## config.mk

```make
export PLATFORM = sky130hd
export DESIGN_NAME = rng_regblock
export DESIGN_NICKNAME = d
export VERILOG_FILES = /design/src/rtl/rng_pkg.sv /design/src/rtl/rng_datapath.sv /design/src/rtl/rng_control.sv /design/src/rtl/rng_regblock.sv
export SDC_FILE = /design/constraint.sdc
export NUM_CORES = 1
export LEC_CHECK = 0
export ABC_AREA = 1
export ABC_CLOCK_PERIOD_IN_PS = 6500
export BUFFER_PORTS_ARGS = -buffer_cell sky130_fd_sc_hd__buf_4
export CAP_MARGIN = 20
export CORE_UTILIZATION = 50
export CTS_CLUSTER_DIAMETER = 200
export CTS_CLUSTER_SIZE = 28
export DETAILED_ROUTE_END_ITERATION = 8
export MAX_ROUTING_LAYER = met4
export PLACE_DENSITY = 0.7
export SLEW_MARGIN = 25
export SYNTH_ARGS = -nofsm -noshare
export SYNTH_HDL_FRONTEND = slang
export SYNTH_SLANG_ARGS = --single-unit
```

## constraint.sdc

```tcl
create_clock -name clk -period 6.5 [get_ports clk]
set_clock_uncertainty 0.1 [all_clocks]
set_input_delay 0.65 -clock clk [delete_from_list [all_inputs] [get_ports clk]]
set_output_delay 0.65 -clock clk [all_outputs]
set_load 0.02 [all_outputs]
```

## src/rtl/rng_pkg.sv

```systemverilog
package rng_pkg;
  localparam int ADDR_W = 5;
  localparam logic [ADDR_W-1:0] ADR_CTRL  = 5'h00;
  localparam logic [ADDR_W-1:0] ADR_STAT  = 5'h04;
  localparam logic [ADDR_W-1:0] ADR_DATA  = 5'h08;
  localparam logic [ADDR_W-1:0] ADR_NOISE = 5'h0C;
  localparam logic [ADDR_W-1:0] ADR_HLTH  = 5'h10;

  localparam int BIT_EN   = 2;
  localparam int BIT_CED  = 5;
  localparam int BIT_COND = 30;
  localparam int BIT_LOCK = 31;
  localparam int DIV_LO   = 16;
  localparam int DIV_HI   = 19;
  localparam logic [31:0] CFG_MASK = 32'h03FF_FF20;
  localparam int NOISE_W  = 18;

  typedef struct packed {
    logic step;    // advance generator and push its word
    logic flush;   // empty the buffer
    logic reseed;  // restart generator from seed
    logic pop;     // consume head word
  } dpStrobe_t;
endpackage

```

## src/rtl/rng_datapath.sv

```systemverilog
module rng_datapath
  import rng_pkg::*;
#(
  parameter int          DEPTH = 4,
  parameter logic [31:0] SEED  = 32'h1ACE_B00C,
  parameter logic [31:0] TAPS  = 32'h8020_0003
) (
  input  logic       clk,
  input  logic       rst_n,
  input  dpStrobe_t  strb,
  output logic [31:0] headWord,
  output logic       notEmpty,
  output logic       full
);
  localparam int PTR_W = $clog2(DEPTH);
  localparam int CNT_W = $clog2(DEPTH + 1);

  logic [31:0] lfsrState, lfsrNext;
  logic [31:0] slots [DEPTH];
  logic [PTR_W-1:0] wrPtr, rdPtr;
  logic [CNT_W-1:0] count;
  logic push, popOk;

  assign lfsrNext = lfsrState[0] ? ((lfsrState >> 1) ^ TAPS) : (lfsrState >> 1);
  assign push     = strb.step && !strb.flush;
  assign popOk    = strb.pop && !strb.flush;
  assign notEmpty = (count != '0);
  assign full     = (count == CNT_W'(DEPTH));
  assign headWord = slots[rdPtr];

  always_ff @(posedge clk or negedge rst_n) begin
    if (!rst_n) lfsrState <= SEED;
    else if (strb.reseed) lfsrState <= SEED;
    else if (strb.step) lfsrState <= lfsrNext;
  end

  for (genvar i = 0; i < DEPTH; i++) begin : g_slot
    always_ff @(posedge clk or negedge rst_n) begin
      if (!rst_n) slots[i] <= '0;
      else if (push && wrPtr == PTR_W'(i)) slots[i] <= lfsrNext;
    end
  end

  always_ff @(posedge clk or negedge rst_n) begin
    if (!rst_n) begin
      wrPtr <= '0;
      rdPtr <= '0;
      count <= '0;
    end else if (strb.flush) begin
      wrPtr <= '0;
      rdPtr <= '0;
      count <= '0;
    end else begin
      if (push) wrPtr <= (wrPtr == PTR_W'(DEPTH - 1)) ? '0 : wrPtr + 1'b1;
      if (popOk) rdPtr <= (rdPtr == PTR_W'(DEPTH - 1)) ? '0 : rdPtr + 1'b1;
      count <= count + CNT_W'(push) - CNT_W'(popOk);
    end
  end

  assert_pop_not_empty_R7: assert property (@(posedge clk) disable iff (!rst_n)
    strb.pop |-> notEmpty);
  assert_no_overflow_R14: assert property (@(posedge clk) disable iff (!rst_n)
    strb.step |-> !full);
  assert_flush_empties_R4: assert property (@(posedge clk) disable iff (!rst_n)
    strb.flush |=> !notEmpty);
endmodule

```

## src/rtl/rng_control.sv

```systemverilog
module rng_control
  import rng_pkg::*;
#(
  parameter int COND_CYCLES = 8,
  parameter int DIV_W       = 16
) (
  input  logic              clk,
  input  logic              rst_n,
  input  logic              busSel,
  input  logic              busWrite,
  input  logic [ADDR_W-1:0] busAddr,
  input  logic [31:0]       busWdata,
  output logic [31:0]       busRdata,
  input  logic              seedFaultIn,
  input  logic              seedRecoverIn,
  input  logic              clockFaultIn,
  input  logic [31:0]       headWord,
  input  logic              notEmpty,
  input  logic              full,
  output dpStrobe_t         strb
);
  localparam int BUSY_W = $clog2(COND_CYCLES + 1);

  logic [31:0] cfgReg;
  logic enReg, lockReg, condPend;
  logic [BUSY_W-1:0] busyCnt;
  logic [NOISE_W-1:0] noiseReg;
  logic [31:0] hlthReg;
  logic secs, seis, ceis;
  logic [DIV_W-1:0] divCnt, divMask;

  logic ctrlWr, statWr, noiseWr, hlthWr, dataRd;
  logic condBusy, condDone, running, tick, cecs, drdy;

  assign ctrlWr  = busSel && busWrite && busAddr == ADR_CTRL;
  assign statWr  = busSel && busWrite && busAddr == ADR_STAT;
  assign noiseWr = busSel && busWrite && busAddr == ADR_NOISE && !lockReg;
  assign hlthWr  = busSel && busWrite && busAddr == ADR_HLTH && !lockReg;
  assign dataRd  = busSel && !busWrite && busAddr == ADR_DATA;

  assign condBusy = condPend || (busyCnt != '0);
  assign condDone = (busyCnt == BUSY_W'(1)) && !(ctrlWr && busWdata[BIT_COND]);
  assign running  = enReg && !secs && !condBusy;
  assign divMask  = ~({DIV_W{1'b1}} << cfgReg[DIV_HI:DIV_LO]);
  assign tick     = running && (divCnt == divMask);
  assign cecs     = clockFaultIn && cfgReg[BIT_CED];
  assign drdy     = notEmpty && !secs;

  always_comb begin
    strb.step   = tick && !full;
    strb.flush  = condBusy || seedFaultIn;
    strb.reseed = condDone;
    strb.pop    = dataRd && drdy;
  end

  // control register, conditional reset sequence
  always_ff @(posedge clk or negedge rst_n) begin
    if (!rst_n) begin
      cfgReg   <= '0;
      enReg    <= 1'b0;
      lockReg  <= 1'b0;
      condPend <= 1'b0;
      busyCnt  <= '0;
    end else begin
      if (ctrlWr) begin
        enReg   <= busWdata[BIT_EN];
        lockReg <= lockReg | busWdata[BIT_LOCK];
        if (busWdata[BIT_COND] && !lockReg) cfgReg <= busWdata & CFG_MASK;
      end
      if (ctrlWr && busWdata[BIT_COND]) begin
        condPend <= 1'b1;
        busyCnt  <= '0;
      end else if (ctrlWr && condPend) begin
        condPend <= 1'b0;
        busyCnt  <= BUSY_W'(COND_CYCLES);
      end else if (busyCnt != '0) begin
        busyCnt <= busyCnt - 1'b1;
      end
    end
  end

  always_ff @(posedge clk or negedge rst_n) begin
    if (!rst_n) begin
      noiseReg <= '0;
      hlthReg  <= '0;
    end else begin
      if (noiseWr) noiseReg <= busWdata[NOISE_W-1:0];
      if (hlthWr) hlthReg <= busWdata;
    end
  end

  // status flags: set wins over a software clear in the same cycle
  always_ff @(posedge clk or negedge rst_n) begin
    if (!rst_n) begin
      secs <= 1'b0;
      seis <= 1'b0;
      ceis <= 1'b0;
    end else begin
      if (seedFaultIn) secs <= 1'b1;
      else if (seedRecoverIn || condDone) secs <= 1'b0;
      if (seedFaultIn) seis <= 1'b1;
      else if (statWr && !busWdata[6]) seis <= 1'b0;
      if (cecs) ceis <= 1'b1;
      else if (statWr && !busWdata[5]) ceis <= 1'b0;
    end
  end

  always_ff @(posedge clk or negedge rst_n) begin
    if (!rst_n) divCnt <= '0;
    else if (!running || tick) divCnt <= '0;
    else divCnt <= divCnt + 1'b1;
  end

  always_comb begin
    busRdata = '0;
    case (busAddr)
      ADR_CTRL: begin
        busRdata           = cfgReg;
        busRdata[BIT_EN]   = enReg;
        busRdata[BIT_COND] = condBusy;
        busRdata[BIT_LOCK] = lockReg;
      end
      ADR_STAT:  busRdata = {25'b0, seis, ceis, 2'b0, secs, cecs, drdy};
      ADR_DATA:  busRdata = drdy ? headWord : '0;
      ADR_NOISE: busRdata = {{(32 - NOISE_W){1'b0}}, noiseReg};
      ADR_HLTH:  busRdata = hlthReg;
      default:   busRdata = '0;
    endcase
  end

  assert_lock_sticky_R13: assert property (@(posedge clk) disable iff (!rst_n)
    lockReg |=> lockReg);
  assert_cfg_frozen_R13: assert property (@(posedge clk) disable iff (!rst_n)
    lockReg |=> $stable(cfgReg));
  assert_seed_stops_ready_R8: assert property (@(posedge clk) disable iff (!rst_n)
    secs |-> !drdy);
  assert_seed_flag_pair_R8: assert property (@(posedge clk) disable iff (!rst_n)
    $rose(secs) |-> seis);
  assert_busy_halts_R4: assert property (@(posedge clk) disable iff (!rst_n)
    condBusy |-> !strb.step);
  assert_busy_bounded_R4: assert property (@(posedge clk) disable iff (!rst_n)
    busyCnt <= BUSY_W'(COND_CYCLES));
  assert_cfg_needs_cond_R3: assert property (@(posedge clk) disable iff (!rst_n)
    !(ctrlWr && busWdata[BIT_COND]) |=> $stable(cfgReg));
endmodule

```

## src/rtl/rng_regblock.sv

```systemverilog
module rng_regblock
  import rng_pkg::*;
#(
  parameter int          DEPTH       = 4,
  parameter int          COND_CYCLES = 8,
  parameter logic [31:0] SEED        = 32'h1ACE_B00C,
  parameter logic [31:0] TAPS        = 32'h8020_0003
) (
  input  logic        clk,
  input  logic        rst_n,
  input  logic        busSel,
  input  logic        busWrite,
  input  logic [4:0]  busAddr,
  input  logic [31:0] busWdata,
  output logic [31:0] busRdata,
  input  logic        seedFaultIn,
  input  logic        seedRecoverIn,
  input  logic        clockFaultIn
);
  dpStrobe_t strb;
  logic [31:0] headWord;
  logic notEmpty, full;

  rng_control #(.COND_CYCLES(COND_CYCLES)) u_ctrl (
    .clk(clk), .rst_n(rst_n), .busSel(busSel), .busWrite(busWrite),
    .busAddr(busAddr), .busWdata(busWdata), .busRdata(busRdata),
    .seedFaultIn(seedFaultIn), .seedRecoverIn(seedRecoverIn),
    .clockFaultIn(clockFaultIn), .headWord(headWord),
    .notEmpty(notEmpty), .full(full), .strb(strb)
  );

  rng_datapath #(.DEPTH(DEPTH), .SEED(SEED), .TAPS(TAPS)) u_dp (
    .clk(clk), .rst_n(rst_n), .strb(strb), .headWord(headWord),
    .notEmpty(notEmpty), .full(full)
  );
endmodule

```

==> results.py, run 1 <==
metrics = {
    "run_status": {
        "status": "complete, no violations",
    },
    "global_route": {
        "grt_usage_pct": 27.8,
        "grt_start_max_net_pins": 170,
        "grt_pass1_wl_um": 56200,
        "antenna_found_initial": 1,
        "overflow": 0,
        "grt_pass1_vias": 10400,
    },
    "timing": {
        "setup_viol": 0,
        "slew_headroom_pct": 32.8,
        "hold_violations": 0,
        "tns_ns": 0,
        "worst_pin_slew_ns": 1.00,
        "max_freq_ghz": 0.256,
        "finalCritPeriodShare_pct": 60.2,
        "finalMaxSlewViolations": 0,
        "rsz0062_at_grt": "no",
        "period_needed_ns": 3.91,
    },
    "route": {
        "drtPass1Iterations": 5,
        "routed_wl_um": 35000,
        "drtIter0Drc": 1487,
        "routedWlPerCell_um": 17.9,
        "drtAntennaViolNets": 0,
        "vias_per_cell": 5.74,
        "drcViolationCount": 0,
        "vias": 11200,
    },
    "floorplanning": {
        "fp.dieArea_sq_mm": 0.0261,
        "die_w_um": 162,
        "core_area_sq_mm": 0.0251,
        "fp-row-count": 58,
        "initial_core_util_pct": 50.7,
        "fp.dieH_um": 162,
        "io_pins": 76,
    },
    "yosys": {
        "synth-main-ff-cell": "dfrtp_1",
        "synth_nets": 1666,
        "ys_ff_latch": 262,
        "synth-seq-area-share_pct": 51.6,
        "synth.distinct_cells": 37,
        "syn_inst": 1611,
        "synth_warnings": 0,
        "synth_area_sq_mm": 0.0127,
        "synth-edff-count": 0,
        "syn_avg_cell_area_sq_um": 7.91,
        "ys_async_sr_fraction_pct": 100,
    },
    "final_layout": {
        "syn2layout_area_growth_pct": 8.78,
        "regArea_sq_mm": 0.00657,
        "multi_input_area_sq_mm": 0.00536,
        "drive_above_1_share_pct": 9.56,
        "fillers": 2391,
        "instances_no_fill": 1952,
        "layout_common_cells": "nand2_1, dfrtp_1, o21ai_0",
        "nets": 1669,
        "final_common_cell": "nand2_1",
    },
    "critical_path": {
        "reg2reg_slack_ns": 2.89,
        "required_ns": 5.75,
        "end_kind": "primary output",
        "reg2regPathDepth": 16,
        "cp-start-kind": "flop",
        "cp.arrival_ns": 3.16,
        "worstSetupPathType": "flop to primary output",
        "critPathMaxFanout": 33,
    },
    "job": {
        "drv_cap": 0,
    },
    "clock_network": {
        "cts_root_buf": "clkbuf_16",
        "htree_levels": 1,
        "cts_hold_buf": 0,
        "clk_path_buf_depth": 3,
        "tritoncts": "yes",
        "post_cts_buffers": 0,
        "clock_latency_ns": 0.50,
        "cts_repair_resize_count": 0,
        "clk_pin_slew_ns": 0.11,
        "cts_buffers": 13,
        "cts_sinks": 262,
    },
    "power": {
        "power_density_mw_per_mm2": 215,
        "power_mw": 2.97,
        "vdd_drop_max_uv": 166,
        "power.leakage_nw": 7.24,
    },
    "place": {
        "io_buffers": 75,
        "dp.cells": 1929,
        "gp_congestion": 0.900,
        "hpwl_um": 21600,
    },
    "min_path": {
        "hold_class": "primary input to async pin",
    },
}
## critical path: stages, from the launching register on
cell     delay, ns
dfrtp_1       0.37
buf_4         0.27
inv_1         0.74
buf_4         0.38
o21ai_0       0.12
o22ai_1       0.34
a22oi_1       0.14
nand2_1       0.12
buf_4         0.15
## kinds of logic (layout without fill, tap and decap cells)
family / count (synthesis) / in the layout / share of synthesized area [%]
multiplexers: 4 / 4 / 0.354
AO/OA/AOI/OAI: 226 / 226 / 9.96
buffers and inverters: 212 / 222 / 6.50
flip-flops: 262 / 262 / 51.6
AND/OR/NAND/NOR: 888 / 888 / 29.9
adder cells (fa/ha/maj): 11 / 11 / 1.14
other: 0 / 1 / 0
XOR/XNOR: 8 / 8 / 0.550
## cell type report
type	instances	area share, %
antenna	1	0.0181
clock buffer	20	2.54
clock inverter	2	0.208
inverter	105	2.84
multi-input combinational	1137	38.7
sequential	262	47.4
tap	330	2.98
timing repair buffer	95	5.29
## routing by layer
metal | wire length (um) | up-vias | track usage [%]
li1 | - | 5302 | -
met1 | 15700 | 5422 | 39.5
met2 | 15600 | 431 | 41.3
met3 | 2990 | 44 | 5.14
met4 | 619 | 0 | 6.73
met5 | 0 | - | -
## power breakdown
part           leakage [nW]  total, mW  switching (mW)  internal, mW
Combinational          3.47      0.268           0.188        0.0804
Clock                 0.183      0.931           0.539         0.392
Sequential             3.58       1.77          0.0724          1.70
## synthesized netlist by cell type (3+ instances only)
master,n,area [sq um]
nand2_1,574,2150
dfrtp_1,249,6230
o21ai_0,147,736
nand4_1,142,888
nor2_1,106,398
inv_1,100,375
clkbuf_1,85,319
nand3_1,40,200
o22ai_1,30,188
a21oi_1,17,85.1
buf_2,14,70.1
dfstp_2,13,342
ha_1,10,125
nor3_1,9,45.0
a22oi_1,8,60.1
nor2_2,7,43.8
o2111ai_1,7,61.3
xor2_1,6,52.6
inv_2,5,18.8
o21ai_1,5,25.0
a22o_1,4,35.0
mux2_2,4,45.0
nand2_2,4,25.0
buf_4,3,22.5
clkbuf_2,3,15.0
nor2_4,3,33.8
## stage by stage
step	utilization [%]	hold slack (ns)	instance area, sq um	worst slack, ns
floorplan	-	0.254	12700	3.75
global placement	53.6	0.356	13500	3.03
detailed placement	53.6	0.360	13500	2.87
CTS	55.2	0.0596	13900	2.65
global route	55.2	0.0854	13900	2.44
finish	55.2	0.0245	13900	2.59
## final timing paths
| check | from | end |
|---|---|---|
| max | u_dp.rdPtr[1] | busRdata[22] |
| min | rst_n | u_ctrl.noiseReg[1] |
| max reg2reg | u_ctrl.busyCnt[1] | u_dp.count[2] |
| min reg2reg | u_dp.lfsrState[2] | u_dp.lfsrState[2] |
| max in group asynchronous | rst_n | u_dp.slots[87] |
| min in group clk | seedRecoverIn | u_ctrl.secs |
## sequential cells by signal, indices dropped and copies added (netlist names), 2 cells and up
| name | flops |
|---|---|
| u_ctrl.busyCnt | 4 |
| u_ctrl.cfgReg | 19 |
| u_ctrl.divCnt | 16 |
| u_ctrl.hlthReg | 32 |
| u_ctrl.noiseReg | 18 |
| u_dp.count | 3 |
| u_dp.lfsrState | 32 |
| u_dp.rdPtr | 2 |
| u_dp.slots | 128 |
| u_dp.wrPtr | 2 |
Power figures use the tool's default switching activity.
==> run 2: changes to the inputs <==
--- a/config.mk
+++ b/config.mk
@@ -5,8 +5,8 @@
 export SDC_FILE = /design/constraint.sdc
 export NUM_CORES = 1
 export LEC_CHECK = 0
-export ABC_AREA = 1
-export ABC_CLOCK_PERIOD_IN_PS = 6500
+export ABC_AREA = 0
+export ABC_CLOCK_PERIOD_IN_PS = 4000
 export BUFFER_PORTS_ARGS = -buffer_cell sky130_fd_sc_hd__buf_4
 export CAP_MARGIN = 20
 export CORE_UTILIZATION = 50
==> constraint.sdc (replaced) <==
create_clock -name clk -period 4 [get_ports clk]
set_clock_uncertainty 0.1 [all_clocks]
set_input_delay 0.4 -clock clk [delete_from_list [all_inputs] [get_ports clk]]
set_output_delay 0.4 -clock clk [all_outputs]
set_load 0.02 [all_outputs]
==> run 2 against run 1 <==
Effect of this change:
- area after synthesis is 3.8% lower
- first-iteration DRC count decreased by 56%
- sequential share of layout area up 0.89 points
- wire length down 26%
- flip-flop and latch count did not move
- largest cell class unchanged
- highest routed layer unchanged
==> results.py, run 2 <==
metrics = {
    "run_status": {
        "status": "complete, no violations",
    },
    "min_path": {
        "hold_class": "primary input to flop",
    },
    "global_route": {
        "grt_start_max_net_pins": 117,
        "grt_pass1_wl_um": 42100,
        "grt_usage_pct": 22.2,
        "antenna_found_initial": 0,
        "grt_pass1_vias": 7710,
        "overflow": 0,
    },
    "power": {
        "sw_frac_of_total_pct": 25.3,
        "switchingPower_mw": 1.23,
        "combPwrFrac_pct": 10.2,
        "intPower_mw": 3.63,
        "power.leakage_nw": 6.79,
        "power_frac_clock_pct": 30.1,
        "power_mw": 4.86,
        "seqPwrFrac_pct": 59.7,
        "vdd_drop_max_uv": 227,
        "power_density_mw_per_mm2": 357,
    },
    "route": {
        "vias": 7745,
        "vias_per_cell": 5.87,
        "drtAntennaViolNets": 0,
        "drtIter0Drc": 659,
        "routedWlPerCell_um": 19.6,
        "routed_wl_um": 25900,
        "drtPass1Iterations": 9,
        "drcViolationCount": 0,
    },
    "timing": {
        "tns_ns": 0,
        "period_needed_ns": 3.64,
        "worst_pin_slew_ns": 0.998,
        "finalCritPeriodShare_pct": 91.0,
        "worst_slack_ns": 0.361,
        "hold_ws_ns": 0.0266,
        "hold_violations": 0,
        "setup_viol": 0,
        "max_freq_ghz": 0.275,
        "slew_headroom_pct": 33.3,
        "rsz0062_at_grt": "no",
        "finalMaxSlewViolations": 0,
    },
    "final_layout": {
        "diodes": 0,
        "top_regs": "u_dp.slots x128, u_ctrl.hlthReg x32, u_dp.lfsrState x32",
        "nets": 1051,
        "largest_reg_flops": 128,
        "layout_common_cells": "dfrtp_1, mux2_1, buf_4",
        "drive_above_1_share_pct": 24.8,
        "regMostFlops": "u_dp.slots",
        "syn2layout_area_growth_pct": 11.0,
        "final_core_util_pct": 57.3,
        "final_common_cell": "dfrtp_1",
    },
    "clock_network": {
        "cts_repair_resize_count": 0,
        "htree_levels": 1,
        "post_cts_buffers": 0,
        "cts_buffers": 13,
        "cts_sinks": 262,
        "cts_root_buf": "clkbuf_16",
        "clk_path_buf_depth": 3,
        "cts_hold_buf": 1,
        "tritoncts": "yes",
        "clk_pin_slew_ns": 0.11,
        "clock_latency_ns": 0.49,
    },
    "floorplanning": {
        "fp-row-count": 56,
        "die_w_um": 159,
        "initial_core_util_pct": 51.6,
        "fp.dieArea_sq_mm": 0.0251,
        "fp.dieH_um": 159,
        "core_area_sq_mm": 0.0238,
        "io_pins": 76,
    },
    "yosys": {
        "syn_inst": 943,
        "synth_area_sq_mm": 0.0123,
        "syn_avg_cell_area_sq_um": 13.0,
        "ys_ff_latch": 262,
        "synth-edff-count": 0,
        "ys_top_cells_by_count": "dfrtp_1, mux2_1, mux2_2",
        "yosysMostFrequentCell": "dfrtp_1",
        "yosys.area.top_type": "dfrtp_1",
        "synth.distinct_cells": 59,
        "synth_nets": 998,
        "synth_warnings": 0,
        "yosysTopAreaCellShare_pct": 50.9,
        "ys_async_sr_fraction_pct": 100,
        "synth-main-ff-cell": "dfrtp_1",
        "synth-seq-area-share_pct": 53.7,
        "ys_top_cells_by_area": "dfrtp_1, mux2_1, mux2_2",
    },
    "critical_path": {
        "required_ns": 4.27,
        "cp_top_family": "simple AND/OR/NAND/NOR gates",
        "crit_slowest_cell": "or4b_4",
        "critPathMaxFanout": 7,
        "path_buf_inv": 2,
        "slowest_delay_ns": 0.57,
        "worstSetupPathType": "flop to flop",
        "end_kind": "flop",
        "cp_cell_sequence": "inv_1 -> ha_1 -> or3b_1 -> or4b_4 -> a21oi_2 -> or4b_1 -> nor3_1 -> ha_1 -> inv_1 -> fa_1 -> xor2_1 -> xnor2_1 -> nor2_1",
        "cp-start-kind": "flop",
        "cp.arrival_ns": 3.91,
    },
    "place": {
        "io_buffers": 75,
        "dp_slack_ns": 0.359,
        "gp_congestion": 0.887,
        "hpwl_um": 16800,
    },
    "job": {
        "drv_cap": 0,
    },
}
-- run 2: stage by stage --
| step | cell area (sq um) | cells |
|---|---|---|
| floorplan | 12300 | 943 |
| global placement | 13200 | 1298 |
| detailed placement | 13200 | 1298 |
| CTS | 13600 | 1319 |
| global route | 13600 | 1320 |
| finish | 13600 | 1320 |
-- run 2: worst paths after layout --
| kind | start | end | slack [ns] | cells after the start |
|---|---|---|---|---|
| worst max-delay path | u_ctrl.busyCnt[1] | u_dp.count[2] | 0.36 | 13 |
| worst min-delay path | clockFaultIn | u_ctrl.ceis | 0.03 | 3 |
| worst max register to register | u_ctrl.busyCnt[1] | u_dp.count[2] | 0.36 | 13 |
| worst min register to register | u_dp.slots[58] | u_dp.slots[58] | 0.39 | 1 |
| max in group asynchronous | rst_n | u_dp.lfsrState[13] | 2.40 | 3 |
| min in group asynchronous | rst_n | u_ctrl.divCnt[8] | 0.46 | 2 |
-- run 2: logic make-up after synthesis --
family / Yosys count / share of synthesized area [%]
adders and majority gates: 11 / 1.18
AOI/OAI and AO/OA: 90 / 5.58
DFF: 262 / 53.7
xor gates and xnor gates: 20 / 1.43
muxes: 258 / 26.4
buffers and inverters: 86 / 2.97
and+or+nand+nor: 216 / 8.82
-- run 2: worst reg2reg max path, stage by stage (launching register included) --
cell     delay [ns]
dfrtp_1        0.41
inv_1          0.09
ha_1           0.19
or3b_1         0.47
or4b_4         0.57
a21oi_2        0.13
or4b_1         0.47
nor3_1         0.16
ha_1           0.17
inv_1          0.04
fa_1           0.37
xor2_1         0.16
xnor2_1        0.13
nor2_1         0.05
-- run 2: cell type report --
cell class                 count  area (sq um)
timing repair buffer         100           856
sequential                   262          6570
tap                          319           399
inverter                      24          90.1
clock buffer                  19           348
fill                        1923         10100
multi-input combinational    595          5320
clock inverter                 1          20.0
-- run 2: power by group through the flow --
stage | clock [mW] | sequential, mW | combinational [mW]
after global placement | 0 | 2.94 | 0.476
after detailed placement | 0 | 2.95 | 0.489
after floorplan | 0 | 2.90 | 0.324
final | 1.46 | 2.90 | 0.497
after global routing | 1.60 | 2.92 | 0.560
after CTS | 1.51 | 2.90 | 0.492
-- run 2: per-layer routing --
layer	GRT usage, %	vias up	part of all wire [%]
li1	-	3519	-
met1	32.6	4046	48
met2	33.8	154	46
met3	2.59	26	4.4
met4	3.98	0	1.4
met5	-	-	0
